### src/rtl/shg_pkg.sv
package shg_pkg;

  typedef enum logic [1:0] {
    LANE_X1  = 2'b00,
    LANE_X2  = 2'b01,
    LANE_X4  = 2'b10,
    LANE_RSV = 2'b11
  } lane_mode_e;

  typedef enum logic [1:0] {
    PH_RUN  = 2'b00,
    PH_PEND = 2'b01,
    PH_HELD = 2'b10
  } hold_phase_e;

  function automatic logic [2:0] lane_count(input lane_mode_e m);
    unique case (m)
      LANE_X2: lane_count = 3'd2;
      LANE_X4: lane_count = 3'd4;
      default: lane_count = 3'd1;
    endcase
  endfunction

  function automatic logic hold_capable(input lane_mode_e m);
    hold_capable = (m != LANE_X4);
  endfunction

endpackage

### src/rtl/shg_edge_det.sv
module shg_edge_det (
  input  logic clk,
  input  logic rst_n,
  input  logic sclk,
  output logic rise,
  output logic fall,
  output logic sclk_low
);
  logic sclk_q;

  always_ff @(posedge clk or negedge rst_n) begin
    if (!rst_n) sclk_q <= 1'b0;
    else        sclk_q <= sclk;
  end

  assign rise     = sclk & ~sclk_q;
  assign fall     = ~sclk & sclk_q;
  assign sclk_low = ~sclk;
endmodule

### src/rtl/shg_pause_fsm.sv
module shg_pause_fsm
  import shg_pkg::*;
(
  input  logic       clk,
  input  logic       rst_n,
  input  logic       cs_n,
  input  logic       hold_n,
  input  logic       hold_off,
  input  lane_mode_e mode,
  input  logic       sclk_low,
  input  logic       fall,
  output logic       gate_open,
  output logic       paused,
  output logic       pending,
  output logic       out_drive
);
  hold_phase_e ph, ph_nxt;
  logic        armed;

  assign armed = ~cs_n & hold_capable(mode) & ~hold_off;

  always_comb begin
    ph_nxt = ph;
    unique case (ph)
      PH_RUN:  if (armed && !hold_n) ph_nxt = sclk_low ? PH_HELD : PH_PEND;
      PH_PEND: begin
        if (!armed || hold_n) ph_nxt = PH_RUN;
        else if (fall)        ph_nxt = PH_HELD;
      end
      PH_HELD: if (!armed || (hold_n && sclk_low)) ph_nxt = PH_RUN;
      default: ph_nxt = PH_RUN;
    endcase
  end

  always_ff @(posedge clk or negedge rst_n) begin
    if (!rst_n) ph <= PH_RUN;
    else        ph <= ph_nxt;
  end

  assign gate_open = (ph != PH_HELD);
  assign paused    = (ph == PH_HELD);
  assign pending   = (ph == PH_PEND);
  assign out_drive = ~cs_n & gate_open & ~(armed & ~hold_n);

  AST_LOW_ENTERS: assert property (@(posedge clk) disable iff (!rst_n)
    (ph == PH_RUN && armed && !hold_n && sclk_low) |=> (ph == PH_HELD));
  AST_HIGH_DEFERS: assert property (@(posedge clk) disable iff (!rst_n)
    (ph == PH_RUN && armed && !hold_n && !sclk_low) |=> (ph == PH_PEND));
  AST_NO_HIGH_EXIT: assert property (@(posedge clk) disable iff (!rst_n)
    (ph == PH_HELD && armed && !sclk_low) |=> (ph == PH_HELD));
  AST_QUIET_WHEN_HELD: assert property (@(posedge clk) disable iff (!rst_n)
    paused |-> !out_drive);
  AST_QUAD_NO_HOLD: assert property (@(posedge clk) disable iff (!rst_n)
    (mode == LANE_X4) |=> (ph == PH_RUN));
  AST_HOLD_OFF: assert property (@(posedge clk) disable iff (!rst_n)
    hold_off |=> (ph == PH_RUN));
  AST_CS_ABORT: assert property (@(posedge clk) disable iff (!rst_n)
    cs_n |=> (ph == PH_RUN));
endmodule

### src/rtl/shg_shift_track.sv
module shg_shift_track
  import shg_pkg::*;
#(
  parameter int SW = 16,
  parameter int CW = 8
) (
  input  logic          clk,
  input  logic          rst_n,
  input  logic          clear,
  input  logic          rise_ok,
  input  logic          fall_ok,
  input  lane_mode_e    mode,
  input  logic [3:0]    sdi,
  output logic [CW-1:0] bit_pos,
  output logic [CW-1:0] out_pos,
  output logic [SW-1:0] rx_shift
);
  function automatic logic [SW-1:0] shift_merge(input logic [SW-1:0] cur,
                                                input logic [3:0] d,
                                                input lane_mode_e m);
    unique case (m)
      LANE_X2: shift_merge = {cur[SW-3:0], d[1:0]};
      LANE_X4: shift_merge = {cur[SW-5:0], d};
      default: shift_merge = {cur[SW-2:0], d[0]};
    endcase
  endfunction

  always_ff @(posedge clk or negedge rst_n) begin
    if (!rst_n) begin
      bit_pos  <= '0;
      out_pos  <= '0;
      rx_shift <= '0;
    end else if (clear) begin
      bit_pos  <= '0;
      out_pos  <= '0;
      rx_shift <= '0;
    end else begin
      if (rise_ok) begin
        bit_pos  <= bit_pos + CW'(lane_count(mode));
        rx_shift <= shift_merge(rx_shift, sdi, mode);
      end
      if (fall_ok) out_pos <= out_pos + 1'b1;
    end
  end

  AST_CLEAR_ZEROES: assert property (@(posedge clk) disable iff (!rst_n)
    clear |=> (bit_pos == '0 && out_pos == '0 && rx_shift == '0));
endmodule

### src/rtl/serial_hold_gate.sv
module serial_hold_gate
  import shg_pkg::*;
#(
  parameter int SW = 16,
  parameter int CW = 8
) (
  input  logic          clk,
  input  logic          rst_n,
  input  logic          cs_n,
  input  logic          sclk,
  input  logic          hold_n,
  input  logic [3:0]    sdi,
  input  logic [1:0]    io_mode,
  input  logic          hold_off,
  output logic          paused,
  output logic          pause_pending,
  output logic          out_drive,
  output logic [CW-1:0] bit_pos,
  output logic [CW-1:0] out_pos,
  output logic [SW-1:0] rx_shift
);
  lane_mode_e mode;
  logic       rise, fall, sclk_low, gate_open;
  logic       rise_ok, fall_ok;

  assign mode = lane_mode_e'(io_mode);

  shg_edge_det u_edge (
    .clk(clk), .rst_n(rst_n), .sclk(sclk),
    .rise(rise), .fall(fall), .sclk_low(sclk_low)
  );

  shg_pause_fsm u_fsm (
    .clk(clk), .rst_n(rst_n), .cs_n(cs_n), .hold_n(hold_n),
    .hold_off(hold_off), .mode(mode), .sclk_low(sclk_low), .fall(fall),
    .gate_open(gate_open), .paused(paused), .pending(pause_pending),
    .out_drive(out_drive)
  );

  assign rise_ok = rise & gate_open & ~cs_n;
  assign fall_ok = fall & gate_open & ~cs_n;

  shg_shift_track #(.SW(SW), .CW(CW)) u_track (
    .clk(clk), .rst_n(rst_n), .clear(cs_n), .rise_ok(rise_ok),
    .fall_ok(fall_ok), .mode(mode), .sdi(sdi),
    .bit_pos(bit_pos), .out_pos(out_pos), .rx_shift(rx_shift)
  );

  AST_FROZEN_STATE: assert property (@(posedge clk) disable iff (!rst_n)
    (paused && !cs_n) |=> ($stable(rx_shift) && $stable(bit_pos) && $stable(out_pos)));
endmodule

### config.mk
export PLATFORM = sky130hd
export DESIGN_NAME = serial_hold_gate
export DESIGN_NICKNAME = d
export VERILOG_FILES = /design/src/rtl/shg_pkg.sv /design/src/rtl/shg_edge_det.sv /design/src/rtl/shg_pause_fsm.sv /design/src/rtl/shg_shift_track.sv /design/src/rtl/serial_hold_gate.sv
export SDC_FILE = /design/constraint.sdc
export NUM_CORES = 1
export LEC_CHECK = 0
export BUFFER_PORTS_ARGS = -buffer_cell sky130_fd_sc_hd__buf_4
export CAP_MARGIN = 20
export CORE_UTILIZATION = 35
export DETAILED_ROUTE_END_ITERATION = 10
export PLACE_DENSITY = 0.61
export RECOVER_POWER = 100
export SLEW_MARGIN = 10
export SYNTH_ARGS = -nofsm -noshare
export SYNTH_HDL_FRONTEND = slang
export SYNTH_SLANG_ARGS = --single-unit
export TNS_END_PERCENT = 100
### constraint.sdc
create_clock -name clk -period 1.78 [get_ports clk]
set_input_delay 0.445 -clock clk [delete_from_list [all_inputs] [get_ports clk]]
set_output_delay 0.445 -clock clk [all_outputs]
set_load 0.005 [all_outputs]
# Yosys cells after proc, flatten, opt, wreduce, memory -nomap -nowiden
# Cells that the tools add are included.
[totals]
out_inout_bits = 35
regBits = 35
word_cells = 59
in_bits = 12
[op_classes]
reduce_logical = 10
n_mux = 16
n_addsub = 2
eq_ne = 9
bitwise = 17
[op_table]
columns = ["operator", "count"]
rows = [
  ["$mux W16", 2],
  ["$mux W8", 4],
  ["$pmux W16 S2", 1],
  ["$and A1 B1 Y1", 11],
  ["$mux W2", 5],
  ["$add A8 B1 Y8 const B", 1],
  ["$add A8 B3 Y8", 1],
  ["$mux W3", 2],
  ["$not A1 Y1", 6],
  ["$pmux W2 S3", 1],
  ["$pmux W3 S2", 1],
  ["$eq A2 B1 Y1 const B", 2],
  ["$eq A2 B2 Y1 const B", 2],
  ["$ne A2 B1 Y1 const B", 2],
  ["$ne A2 B2 Y1 const B", 2],
  ["$reduce_bool A2 Y1", 2],
  ["$ne A3 B1 Y1 const B", 1],
  ["$reduce_and A3 Y1", 1],
  ["$logic_and A1 B1 Y1", 2],
  ["$logic_not A1 Y1", 2],
  ["$logic_not A2 Y1", 1],
  ["$logic_or A1 B1 Y1", 2],
]

# Depth between registers and ports, before layout
# Gate-level depths: netlist of the first run.
[logic_depth]
depth_word = 9
ltp_mapped = 8
mapped_depth_nobuf = 8

# Modules after synthesis
# From an unflattened synthesis of the first run, not the netlist that was laid out.
[unflattened]
hier_cells = 213
hier_area_um2 = 2000.7
[by_module_without_submodules]
columns = ["module", "cells_per_inst", "seq_area_each_um2", "n_inst", "area_per_inst_um2"]
rows = [
  ["shg_shift_track", 192, 800.8, 1, 1790.5],
  ["shg_pause_fsm", 15, 50.0, 1, 148.9],
  ["shg_edge_det", 4, 25.0, 1, 43.8],
  ["serial_hold_gate", 2, 0.0, 1, 17.5],
]

# Worst setup path after synthesis of the first run
# No wires, ideal clock.
[synth_path]
path_kind = "input port to flip-flop"
startpoint = "input io_mode[0]"
endpoint = "register u_track.bit_pos[7]"
path_buffers = 0
cell_stages = 7
required_ps = 1655
setup_time_ps = 125
path_slack_ps = -458
arrival_time_ps = 2114
cell_sequence = "inv_1 ha_1 ha_1 a21oi_1 or3b_1 a2111oi_2 mux2_2"
[synth_via]
elab_chain_len = 7
elab_cells_between_ends = 8
classes_between = "add/sub (1); eq/ne (2); mux (5)"
[synth_lines]
columns = ["element", "line", "text"]
rows = [
  ["from (decl)", "serial_hold_gate.sv:13", "input logic [1:0] io_mode,"],
  ["$eq A2 B2 Y1 / $eq A2 B1 Y1 (equally long branches)", "shg_pkg.sv:17", "unique case (m)"],
  ["$pmux W3 S2 *", "shg_pkg.sv:17", ""],
  ["$mux W3 *", "shg_shift_track.sv:38", "if (rise_ok) begin"],
  ["$mux W3 *", "shg_shift_track.sv:33", "end else if (clear) begin"],
  ["$add A8 B3 Y8 *", "shg_shift_track.sv:39", "bit_pos <= bit_pos + CW'(lane_count(mode));"],
  ["$mux W8 *", "shg_shift_track.sv:38", ""],
  ["$mux W8 *", "shg_shift_track.sv:33", ""],
  ["to (signal assigned)", "shg_shift_track.sv:39", ""],
  ["to (decl)", "shg_shift_track.sv:14", "output logic [CW-1:0] bit_pos,"],
]
# Every way passes the cells marked *; elsewhere a longest branch is shown, timed or not. The select of a mux whose other input is x is not followed.
# A chain may end at the register's enable or synchronous reset.

# Worst setup path after layout of the first run
[layout_path]
startpoint = "input io_mode[1]"
endpoint = "register u_track.bit_pos[7]"
# The elaborated chain is that of the path after synthesis.

==> reports/metrics.csv, run 1 <==
stage;metric;value;unit
global_route;grt_pass1_wl;8510;um
cells_and_area;final_util;50.9;%
power;p_per_area;588;nW/um^2
yosys;avgSynthCellArea;9.81;sq um
clock_network;cts_tree;built;
yosys;syn_nets;222;
placement;place_congestion;0.795;
clock_network;clock_latency;0.29;ns
timing;rsz0062_at_grt;yes;
cells_and_area;final_common_cell;dfrtp_1;
critical_path;crit_arrival;2.09;ns
yosys;synth-edff-count;0;
clock_network;cts.clk_slew.worst_paths;0.07;ns
timing;finalHoldViolCount;0;
timing;drv_slew;0;
cells_and_area;stdcell_area;2790;sq um
cells_and_area;synthToLayoutAreaGrowth;40.7;%
clock_network;cts_max_level;2;
run;max-cap-violations;0;
timing;holdWs;0.279;ns
critical_path;cp-end-kind;flip-flop;
floorplan;design.core.area;5470;sq um
placement;post-place-ws;-0.578;ns
critical_path;start_kind;input port;
yosys;ys.flop_type;dfrtp_1;
route;vias_per_cell;5.31;
timing;fin_crit_sh;108;%
critical_path;critPathTopFamily;adder cells;
yosys;synth_cell_type_count;40;
route;post_drt_wl_per_cell;14.7;um
route;ant_nets;0;
floorplan;die_w;77.3;um
floorplan;die_h;77.3;um
critical_path;cp_max_fo;3;
critical_path;worstPathCellList;buf_12 -> inv_12 -> ha_4 -> ha_4 -> a21oi_2 -> or3b_4 -> a2111oi_4 -> mux2_4;
power;peakVddDrop;0.299;mV
timing;worstMarginPinSlew;0.916;ns
clock_network;cts.sinks;35;
floorplan;start_util;36.2;%
global_route;grt_pass1_vias;1702;
placement;dp.final_hpwl;3370;um
yosys;ys_seq_elements;35;
floorplan;num_rows;27;
power;p_leak;1.20;nW
cells_and_area;nFillCells;530;
yosys;synth_area;1980;sq um
timing;finalSetupViolations;5;
clock_network;clk_path_buf_depth;2;
clock_network;cts_buffers;5;
critical_path;worstRegToRegCells;5;
timing;max_clock_freq;522;MHz
route;totalWireLength;4950;um
cells_and_area;layout-drive-gt1-share;37.0;%
floorplan;die-area;5970;sq um
critical_path;cp_num_cells;8;
yosys;yosysWarnings;0;
cells_and_area;final_cell_mix;35 x dfrtp_1, 30 x clkbuf_4, 29 x buf_4, 18 x nand2_1, 18 x o21ai_0;
critical_path;crit_buf_inv;2;
outcome;violations;setup timing;
timing;setup_tns;-0.229;ns
clock_network;cts-root-buf;clkbuf_8;
timing;fin_skew;0.0103;ns
critical_path;cpMostUsedCell;ha_4;
route;vias;1788;
global_route;grt_max_degree;36;
yosys;syn_inst;202;
timing;min_period;1.92;ns
timing;slew_headroom;38.9;%
critical_path;cp_slowest_cell;or3b_4;
critical_path;cp.required;1.96;ns
placement;io_buffer_count;46;
cells_and_area;layout.nets;284;
worst_hold_path;hp-class;in -> async;
outcome;outcome;finished, violations left;
route;drtPass1Iterations;4;
cells_and_area;diodes;0;
global_route;antenna_found_initial;0;
global_route;grt_usage;18.1;%
global_route;grt_overflow_total;0;
placement;dpl_cell_area;2610;sq um
critical_path;critPathKind;in -> reg;
route;drt_first_iter_violations;107;
critical_path;cpPeakStageDelay;0.40;ns
timing;worst_slack;-0.136;ns
yosys;ys_async_sr_fraction;100;%
floorplan;io_pins;47;
yosys;ys_seq_area_share;44.2;%
route;drc;0;
kinds of logic (layout without fill, tap and decap cells):
group / Yosys count / after routing / synth area share (%)
simple gates: 64 / 64 / 17.0
compound gates: 63 / 63 / 22.5
buf+inv: 18 / 81 / 4.04
fa+ha+maj: 8 / 8 / 5.43
flops: 35 / 35 / 44.2
mux: 6 / 6 / 3.35
xor+xnor: 8 / 8 / 3.54
stage by stage:
stage               instances  power (mW)
floorplan                 202       0.962
global placement          326        1.08
detailed placement        326        1.08
CTS                       337        1.66
global route              337        1.74
finish                    337        1.64
power breakdown:
part	leakage, nW	switching [mW]	internal (mW)
clock	0.0422	0.282	0.274
combinational	0.676	0.142	0.119
sequential	0.484	0.0148	0.807
total	1.20	0.439	1.20
state kept, by name, summed over array words and instances, names as in the netlist:
register,count
u_track.rx_shift,16
u_track.bit_pos,8
u_track.out_pos,8
u_fsm.ph,2
u_edge.sclk_q,1
cells in the mapped netlist, drive strengths merged, types with 2 or more instances:
| cell type | count | area (sq um) |
|---|---|---|
| or4 | 2 | 15.0 |
| a22o | 17 | 149 |
| nand3 | 4 | 20.0 |
| nand2 | 18 | 67.6 |
| nor3b | 2 | 15.0 |
| nor2 | 14 | 52.6 |
| xnor2 | 7 | 61.3 |
| nor4 | 3 | 18.8 |
| a22oi | 16 | 120 |
| dfrtp | 35 | 876 |
| mux2 | 5 | 56.3 |
| clkbuf | 10 | 38.8 |
| o21ai | 18 | 90.1 |
| o31ai | 2 | 15.0 |
| inv | 5 | 18.8 |
| nor2b | 7 | 51.3 |
| a21oi | 6 | 30.0 |
| ha | 7 | 87.6 |
| nor3 | 5 | 30.0 |
| buf | 3 | 22.5 |
| nand2b | 3 | 21.3 |
layout make-up:
type                            count  area [sq um]  area share [%]
Sequential cell                    35           876            31.4
Timing Repair Buffer               68           544            19.5
Inverter                            5          36.3            1.30
Clock inverter                      1          5.00           0.180
Clock buffer                        7          76.3            2.74
Tap cell                           72          90.1            3.23
Multi-Input combinational cell    149          1160            41.6
repair_timing:
item                                    CTS  global route
setup buffers                             3             0
hold buffers                              0             0
pin swaps                                13             2
resized for setup                        14             3
endpoints found under the setup margin    7             7
final timing paths:
kind	slack (ns)	from	end
setup / recovery	-0.14	io_mode[1]	u_track.bit_pos[7]
max in group asynchronous	0.93	rst_n	u_track.rx_shift[3]
setup reg to reg	-0.11	u_track.bit_pos[1]	u_track.bit_pos[7]
hold / removal	0.28	rst_n	u_track.bit_pos[6]
min in group clk	0.34	hold_off	u_fsm.ph[1]
hold reg to reg	0.49	u_fsm.ph[1]	u_fsm.ph[0]
metal layers:
metal  vias to the layer above  global-route usage [%]  share of wire, %
met5                         -                       0                 0
met4                         0                    7.36               1.4
met3                         7                    3.21               3.1
met2                        31                    28.8                50
met1                       888                    24.3                46
li1                        862                       -                 -
Power figures use the tool's default switching activity.
==> inputs of run 2 (changes only) <==
- CTS_BUF_LIST: default -> sky130_fd_sc_hd__clkbuf_16
==> run 2 against run 1 <==
Net effect: the run still ends with setup timing left; clock skew down 0.0040 ns; sequential share of layout area down 0.62 points; critical path depth unchanged; routed wire length down 0.63%; largest cell class unchanged.
==> reports/metrics.csv, run 2 (same netlist as run 1, synthesis figures left out) <==
stage;metric;value;unit
outcome;outcome;finished, violations left;
outcome;violations;setup timing;
critical_path;cp_max_fo;3;
clock_network;cts_buffers;5;
floorplan;die_w;77.3;um
floorplan;io_pins;47;
global_route;antenna_found_initial;0;
timing;drv_slew;0;
route;totalWireLength;4920;um
critical_path;start_kind;input port;
critical_path;cpMostUsedCell;ha_4;
run;max-cap-violations;0;
worst_hold_path;hp-class;in -> async;
critical_path;cp-end-kind;flip-flop;
power;p_sw_share;24.3;%
critical_path;worstRegToRegCells;5;
timing;holdWs;0.299;ns
route;vias;1808;
critical_path;r2r_end;u_track.bit_pos[7];
route;drt_first_iter_violations;113;
power;peakVddDrop;0.348;mV
critical_path;crit_arrival;2.09;ns
floorplan;die_h;77.3;um
timing;worstMarginPinSlew;0.909;ns
cells_and_area;diodes;0;
critical_path;critPathKind;in -> reg;
placement;place_congestion;0.795;
cells_and_area;largest-register;u_track.rx_shift;
timing;rsz0062_at_grt;yes;
route;drc;0;
global_route;grt_overflow_total;0;
timing;slew_headroom;39.4;%
global_route;grt_usage;18.0;%
critical_path;endpoint;u_track.bit_pos[7];
route;drtPass1Iterations;4;
placement;dp.final_hpwl;3370;um
critical_path;cp_slowest_cell;or3b_4;
timing;finalSetupViolations;5;
timing;max_clock_freq;517;MHz
global_route;grt_max_degree;36;
clock_network;cts_tree;built;
route;post_drt_wl_per_cell;14.6;um
global_route;grt_pass1_vias;1694;
timing;fin_skew;0.00632;ns
route;ant_nets;0;
power;power.switching;0.459;mW
power;power_frac_clock;42.7;%
floorplan;design.core.area;5470;sq um
critical_path;startpoint;io_mode[1];
power;p_leak;1.24;nW
critical_path;cp.required;1.94;ns
clock_network;cts.sinks;35;
cells_and_area;largest_reg_flops;16;
critical_path;cpPeakStageDelay;0.40;ns
clock_network;cts-root-buf;clkbuf_16;
clock_network;cts.clk_slew.worst_paths;0.05;ns
global_route;grt_pass1_wl;8530;um
critical_path;r2r_setup_slack;-0.11;ns
clock_network;cts_max_level;2;
clock_network;clk_path_buf_depth;2;
timing;min_period;1.93;ns
floorplan;start_util;36.2;%
critical_path;worstPathCellList;buf_12 -> inv_12 -> ha_4 -> ha_4 -> a21oi_2 -> or3b_4 -> a2111oi_4 -> mux2_4;
power;seq_power_share;43.5;%
power;p_per_area;665;nW/um^2
cells_and_area;final_cell_mix;35 x dfrtp_1, 30 x clkbuf_4, 29 x buf_4, 18 x nand2_1, 18 x o21ai_0;
floorplan;die-area;5970;sq um
power;p_comb_share;13.8;%
cells_and_area;synthToLayoutAreaGrowth;43.5;%
cells_and_area;final_common_cell;dfrtp_1;
timing;fin_crit_sh;109;%
placement;io_buffer_count;46;
cells_and_area;layout.nets;284;
floorplan;num_rows;27;
clock_network;clock_latency;0.27;ns
power;total_power;1.89;mW
critical_path;worstReg2RegStart;u_track.bit_pos[1];
route;vias_per_cell;5.36;
timing;finalHoldViolCount;0;
timing;worst_slack;-0.153;ns
power;p_int;1.43;mW
cells_and_area;largestRegisters;u_track.rx_shift: 16 flops, u_track.bit_pos: 8 flops, u_track.out_pos: 8 flops;
cells_and_area;layout-drive-gt1-share;37.0;%
==> run 2: cell types whose count changed in the layout (fill, tap and decap cells not counted) <==
cell | before | now
clkbuf_1 | 4 | 2
inv_1 | 3 | 5
clkbuf_16 | 0 | 5
clkbuf_8 | 5 | 0
==> run 2: worst max-delay path, delay by kind of cell <==
family          cells  cell delay, ns
simple gates        1            0.40
fa+ha+maj           2            0.41
mux                 1            0.33
compound gates      2            0.36
buf+inv             2            0.13
==> run 2: cell type report <==
class / instances / area [sq um]
Sequential cell: 35 / 876
Multi-Input combinational cell: 149 / 1160
Inverter: 5 / 36.3
Clock inverter: 3 / 12.5
Timing Repair Buffer: 68 / 544
Fill cell: 522 / 2630
Clock buffer: 5 / 125
Tap cell: 72 / 90.1
==> run 2: how the worst min path moves through the flow <==
stage / end / cells after the start
after floorplan: u_edge.sclk_q / 0
after global placement: u_track.rx_shift[2] / 1
after detailed placement: u_track.rx_shift[2] / 1
after CTS: u_track.rx_shift[0] / 1
after global routing: u_fsm.ph[1] / 2
final: u_track.bit_pos[6] / 1
==> run 2: layer usage <==
layer | vias up | track usage, % | part of all wire [%]
met5 | - | 0 | 0
met4 | 0 | 6.23 | 1.0
met3 | 6 | 2.86 | 3.5
met2 | 44 | 28.9 | 50
met1 | 898 | 24.4 | 45
li1 | 860 | - | -
==> run 2: metrics by stage <==
| step | TNS (ns) | std cells | utilization [%] | setup WS [ns] | area, sq um |
|---|---|---|---|---|---|
| 3_3_place_gp | -2.89 | 326 | 47.7 | -0.545 | 2610 |
| 3_5_place_dp | -3.08 | 326 | 47.7 | -0.578 | 2610 |
| 6_report | -0.295 | 337 | 52.0 | -0.153 | 2840 |
| 5_1_grt | -0.649 | 337 | 52.0 | -0.186 | 2840 |
| 2_1_floorplan | -0.837 | 202 | - | -0.349 | 2080 |
| 4_1_cts | -0.334 | 337 | 51.9 | -0.144 | 2840 |
==> run 2: power by group through the flow <==
stage,registers [mW],clock network [mW],logic (mW)
CTS,0.823,0.827,0.264
detailed placement,0.837,0,0.244
global route,0.825,0.886,0.289
finish,0.823,0.807,0.261
global placement,0.836,0,0.242
floorplan,0.837,0,0.125
==> run 2: timing repair <==
item / CTS / global route
pin swaps: 12 / 2
hold buffers: 0 / 0
hold endpoints to repair: 0 / 0
gates resized for setup: 14 / 3
buffers inserted: 3 / 0
setup endpoints to repair: 7 / 7
